## src/rtl/bwg_pkg.sv

```systemverilog
package bwg_pkg;
  typedef enum logic [1:0] {
    CLS_FRAM = 2'd0,
    CLS_ROM  = 2'd1,
    CLS_SLOW = 2'd2
  } acc_cls_e;
endpackage

```

## src/rtl/bwg_bank_decode.sv

```systemverilog
module bwg_bank_decode
  import bwg_pkg::*;
#(
  parameter logic [3:0] ROM_NIBBLE = 4'hF,
  parameter logic [7:0] SLOW_BASE  = 8'hE0
) (
  input  logic [7:0] bank_i,
  output acc_cls_e   cls_o
);
  always_comb begin
    if (bank_i[7:4] == ROM_NIBBLE)              cls_o = CLS_ROM;
    else if (bank_i[7:1] == SLOW_BASE[7:1])     cls_o = CLS_SLOW;
    else                                        cls_o = CLS_FRAM;
  end
endmodule

```

## src/rtl/bwg_win_cadence.sv

```systemverilog
module bwg_win_cadence #(
  parameter int N_WIN    = 10,
  parameter int LEN      = 5,
  parameter int LAST_LEN = 5,
  localparam int MAXL    = (LAST_LEN > LEN) ? LAST_LEN : LEN,
  localparam int PW      = (MAXL > 1) ? $clog2(MAXL) : 1,
  localparam int IW      = (N_WIN > 1) ? $clog2(N_WIN) : 1
) (
  input  logic          clk_i,
  input  logic          rst_ni,
  output logic [PW-1:0] phase_o,
  output logic [IW-1:0] idx_o,
  output logic          start_o,
  output logic          last_o,
  output logic          final_win_o
);
  localparam logic [PW-1:0] LEN_M1  = PW'(LEN - 1);
  localparam logic [PW-1:0] LAST_M1 = PW'(LAST_LEN - 1);
  localparam logic [IW-1:0] IDX_TOP = IW'(N_WIN - 1);

  logic [PW-1:0] phase_q;
  logic [IW-1:0] idx_q;

  assign final_win_o = (idx_q == IDX_TOP);
  assign start_o     = (phase_q == '0);
  assign last_o      = (phase_q == (final_win_o ? LAST_M1 : LEN_M1));
  assign phase_o     = phase_q;
  assign idx_o       = idx_q;

  always_ff @(posedge clk_i or negedge rst_ni) begin
    if (!rst_ni) begin
      phase_q <= '0;
      idx_q   <= '0;
    end else if (last_o) begin
      phase_q <= '0;
      idx_q   <= final_win_o ? '0 : idx_q + 1'b1;
    end else begin
      phase_q <= phase_q + 1'b1;
    end
  end
endmodule

```

## src/rtl/bwg_access_ctrl.sv

```systemverilog
module bwg_access_ctrl
  import bwg_pkg::*;
(
  input  logic     clk_i,
  input  logic     rst_ni,
  input  logic     req_i,
  input  acc_cls_e req_cls_i,
  input  logic     fast_start_i,
  input  logic     fast_last_i,
  input  logic     fast_refresh_i,
  input  logic     slow_start_i,
  input  logic     slow_last_i,
  output acc_cls_e cls_o,
  output logic     done_o,
  output logic     stall_o
);
  logic     pending_q, granted_q;
  acc_cls_e cls_q;
  logic     start, win_last;

  // fast RAM may not open a window during refresh; ROM may
  always_comb begin
    if (cls_q == CLS_SLOW) begin
      start    = slow_start_i;
      win_last = slow_last_i;
    end else begin
      start    = fast_start_i & ((cls_q == CLS_ROM) | ~fast_refresh_i);
      win_last = fast_last_i;
    end
    start = start & pending_q & ~granted_q;
  end

  assign done_o  = pending_q & (granted_q | start) & win_last;
  assign stall_o = pending_q & ~done_o;
  assign cls_o   = cls_q;

  always_ff @(posedge clk_i or negedge rst_ni) begin
    if (!rst_ni) begin
      pending_q <= 1'b0;
      granted_q <= 1'b0;
      cls_q     <= CLS_FRAM;
    end else if (!pending_q) begin
      if (req_i) begin
        pending_q <= 1'b1;
        granted_q <= 1'b0;
        cls_q     <= req_cls_i;
      end
    end else if (done_o) begin
      pending_q <= 1'b0;
      granted_q <= 1'b0;
    end else if (start) begin
      granted_q <= 1'b1;
    end
  end
endmodule

```

## src/rtl/bus_window_gen.sv

```systemverilog
module bus_window_gen
  import bwg_pkg::*;
#(
  parameter int         FAST_LEN    = 5,
  parameter int         FAST_GROUP  = 10,
  parameter int         SLOW_LEN    = 14,
  parameter int         SLOW_LONG   = 16,
  parameter int         SLOW_GROUP  = 64,
  parameter logic [3:0] ROM_NIBBLE  = 4'hF,
  parameter logic [7:0] SLOW_BASE   = 8'hE0
) (
  input  logic       clk_i,
  input  logic       rst_ni,
  input  logic       req_i,
  input  logic [7:0] bank_i,
  output logic       done_o,
  output logic       stall_o
);
  localparam int FPW = $clog2(FAST_LEN);
  localparam int FIW = $clog2(FAST_GROUP);
  localparam int SPW = $clog2((SLOW_LONG > SLOW_LEN) ? SLOW_LONG : SLOW_LEN);
  localparam int SIW = $clog2(SLOW_GROUP);

  acc_cls_e           req_cls, cur_cls;
  logic [FPW-1:0]     f_phase;
  logic [FIW-1:0]     f_idx;
  logic               f_start, f_last, f_refresh;
  logic [SPW-1:0]     s_phase;
  logic [SIW-1:0]     s_idx;
  logic               s_start, s_last, s_long;

  bwg_bank_decode #(.ROM_NIBBLE(ROM_NIBBLE), .SLOW_BASE(SLOW_BASE)) u_dec (
    .bank_i (bank_i),
    .cls_o  (req_cls)
  );

  bwg_win_cadence #(.N_WIN(FAST_GROUP), .LEN(FAST_LEN), .LAST_LEN(FAST_LEN)) u_fast (
    .clk_i       (clk_i),
    .rst_ni      (rst_ni),
    .phase_o     (f_phase),
    .idx_o       (f_idx),
    .start_o     (f_start),
    .last_o      (f_last),
    .final_win_o (f_refresh)
  );

  bwg_win_cadence #(.N_WIN(SLOW_GROUP), .LEN(SLOW_LEN), .LAST_LEN(SLOW_LONG)) u_slow (
    .clk_i       (clk_i),
    .rst_ni      (rst_ni),
    .phase_o     (s_phase),
    .idx_o       (s_idx),
    .start_o     (s_start),
    .last_o      (s_last),
    .final_win_o (s_long)
  );

  bwg_access_ctrl u_ctrl (
    .clk_i          (clk_i),
    .rst_ni         (rst_ni),
    .req_i          (req_i),
    .req_cls_i      (req_cls),
    .fast_start_i   (f_start),
    .fast_last_i    (f_last),
    .fast_refresh_i (f_refresh),
    .slow_start_i   (s_start),
    .slow_last_i    (s_last),
    .cls_o          (cur_cls),
    .done_o         (done_o),
    .stall_o        (stall_o)
  );
endmodule

```

## config.mk

```make
export PLATFORM = sky130hd
export DESIGN_NAME = bus_window_gen
export DESIGN_NICKNAME = d
export VERILOG_FILES = /design/src/rtl/bwg_pkg.sv /design/src/rtl/bwg_bank_decode.sv /design/src/rtl/bwg_win_cadence.sv /design/src/rtl/bwg_access_ctrl.sv /design/src/rtl/bus_window_gen.sv
export SDC_FILE = /design/constraint.sdc
export NUM_CORES = 1
export LEC_CHECK = 0
export CORE_MARGIN = 5
export CORE_UTILIZATION = 49
export CTS_CLUSTER_SIZE = 24
export DETAILED_ROUTE_END_ITERATION = 6
export GPL_TIMING_DRIVEN = 0
export PLACE_DENSITY_LB_ADDON = 0.3
export SLEW_MARGIN = 20
export SYNTH_ARGS = -nofsm -noshare
export SYNTH_HDL_FRONTEND = slang
export SYNTH_SLANG_ARGS = --single-unit
```

## constraint.sdc

```tcl
create_clock -name clk_i -period 1.8 [get_ports clk_i]
set_input_delay 0.45 -clock clk_i [delete_from_list [all_inputs] [get_ports clk_i]]
set_output_delay 0.45 -clock clk_i [all_outputs]
set_load 0.03 [all_outputs]
```

==> results.cfg <==
[clock_tree]
cts_num_sinks = 21
clock_latency_ns = 0.31
clkTransAtPathRegs_ns = 0.13
cts_buffer_depth = 2
cts_buffers = 3
root_buffer = clkbuf_4
cts_tree = done
h-tree-depth = 1

[global_route]
grt_use_met3_pct = 2.61
met1_usage_pct = 21.8
gr-total-overflow = 0
busiest_layer = met2
grt_pass1_wl_um = 4740
track_usage_pct = 17.4
grt_max_degree = 22
use_met2_pct = 30.1
grt_pass1_vias = 1075
antenna_found_initial = 0

[pwr]
power.density_nw_per_um2 = 527
vdd_drop_max_mv = 0.375
power_uw = 841
power.leakage_nw = 0.725

[logic_synthesis]
synth.avg_cell_area_um2 = 10.1
syn_inst = 117
synth_ff_type = dfrtp_1
synth_top_area_share_pct = 44.6
synthTopCellsByArea = dfrtp_1, ha_1, o21ai_0, nand2_1, xnor2_1
synth.ff_latch_count = 21
synthArstFlopShare_pct = 100
synth-edff-count = 0
yosys_warnings = 0
synthDistinctLibCells = 42
synth_area_um2 = 1180
syn_nets = 133
yosysSeqAreaShare_pct = 44.6
yosysTopAreaCell = dfrtp_1

[setup_path]
start_kind = flop
worstPathMaxFanout = 5
reg2reg_slack_ns = 0.06
crit_path_end_kind = output pin
r2r_end = u_ctrl.granted_q
cp.arrival_ns = 1.85
r2r_start = u_slow.phase_o[0]
worst-r2r-cell-count = 8
criticalPathCategory = flop to output pin
critPathRequiredTime_ns = 1.35

[sta]
hold_ws_ns = 0.524
min_period_ns = 2.30
relSlewSlack_pct = 36.7
fin_skew_ns = 0.0113
layout_setup_ws_ns = -0.501
setup_viol = 2
hold_violations = 0
drv_slew = 0
rsz0062_at_grt = true
period_share_pct = 128
fmax_ghz = 0.435
finalSetupTns_ns = -0.945
worst_pin_slew_ns = 0.946

[die]
die-height_um = 59.0
core_area_um2 = 2250
io_pins = 13
initial_core_util_pct = 52.3
dieWidth_um = 59.0
die-area_um2 = 3490
rows = 17

[placed_design]
dp_slack_ns = -0.895
dp_cells = 156
portBuffers = 11
place_area_um2 = 1360
gp_congestion = 0.709
place_hpwl_um = 1750

[cells_and_area]
diodes = 0
final_layout_size_suffix_gt1_share_pct = 34.4
fin_cells = 179
final_util_pct = 70.9
fin_nets = 168
area_growth_pct = 35.6
design_area_um2 = 1600

[routing]
drt-total-wl_um = 2890
drc_errors = 0
ant_nets = 0
vias = 1026
drt-vias-per-instance = 5.73
first_pass_iters = 6
drt_iter0_markers = 31
wl_per_cell_um = 16.1

[worst_hold_path]
hold_depth = 1
min_path_type = flop to flop
hold_start = u_slow.phase_o[0]
whs_endpoint = u_slow.phase_o[0]

[run_status]
status = finished, violations left
violations = setup timing

[run]
maxCapViolCount = 0
[kinds of logic (layout without fill, tap and decap cells)]
logic type                 count (synthesis)  in the layout  synth area share, %
AOI/OAI and AO/OA                         30             30                 17.5
xor gates and xnor gates                   5              5                 3.72
adders and majority gates                  5              5                 5.31
buffers and inverters                      9             43                 4.35
DFF                                       21             21                 44.6
muxes                                      1              1                0.955
and+or+nand+nor                           46             46                 23.6
[state kept, by name, indices dropped and copies added (netlist names)]
register          cells
u_ctrl.pending_q      1
u_slow.phase_o        4
u_slow.idx_o          6
u_ctrl.granted_q      1
u_fast.phase_o        3
u_ctrl.cls_o          2
u_fast.idx_o          4
[area by class of cell]
cell class	count	area, µm²
tap	28	35.0
clock inverter	1	5.00
timing repair buffer	31	267
fill	172	657
buffer	2	18.8
inverter	6	22.5
multi-input combinational	87	701
clock buffer	3	22.5
sequential	21	527
[cells in the final DEF, fill, tap and decap left out, drive strengths merged]
master and n:
nor2 5, mux2 1, clkdlybuf4s50 9, buf 22
xnor2 3, nor2b 4, and4b 1, nand3 4
nand4 4, ha 5, xor2 2, nor4bb 1
a21o 2, a22o 1, clkbuf 5, a31o 1
or3 1, o32a 1, clkinv 1, a21boi 1
dfrtp 21, and2 1, nor4 4, a221oi 1
nand2 9, and3 3, o32ai 1, inv 6
a211oi 1, o21ai 12, nor3 3, o31ai 1
a21oi 5, a31oi 3, nor3b 2, nand2b 3
and4 1
[where the power goes]
group	switching, mW	total (mW)	internal [mW]	leakage (nW)
Sequential	0.00814	0.487	0.479	0.249
Clock	0.152	0.234	0.0829	0.0177
Combinational	0.0577	0.120	0.0620	0.458
[synthesized netlist by cell type (4+ instances only)]
master and n:
nand3_1 4, nand2_1 9, dfrtp_1 21, o21ai_0 11, a21oi_1 4, inv_1 6, nand4_1 4, nor2_1 4
ha_1 5, nor2b_1 4
[metal layers]
| layer | vias to the layer above | share of wire (%) |
|---|---|---|
| met3 | 8 | 3.3 |
| met2 | 26 | 53 |
| li1 | 501 | - |
| met5 | - | 0 |
| met4 | 0 | 2.2 |
| met1 | 491 | 42 |
[worst max-delay path: stages (launching register included)]
cell and delay (ns):
dfrtp_1 0.41, inv_2 0.07, ha_4 0.16, nand2_2 0.05, or3_4 0.34, o21ai_4 0.18
and3_4 0.20, buf_6 0.12
[repair_timing]
action | CTS | global route
buffers inserted | 10 | 10
gates resized for setup | 22 | 11
endpoints found under the setup margin | 2 | 3
hold buffers | 0 | 0
pin swaps | 6 | 7
[worst max path at each step]
stage,start,end,slack [ns],cells after the start
final,u_fast.phase_o[1],done_o,-0.50,7
after global routing,u_fast.phase_o[1],done_o,-0.58,7
after CTS,u_slow.idx_o[0],stall_o,-0.56,8
after detailed placement,u_slow.idx_o[0],done_o,-0.90,7
after global placement,u_ctrl.cls_o[0],done_o,-0.87,5
after floorplan,u_slow.idx_o[0],done_o,-0.18,6
No activity file was read; power rests on OpenSTA's default activity.
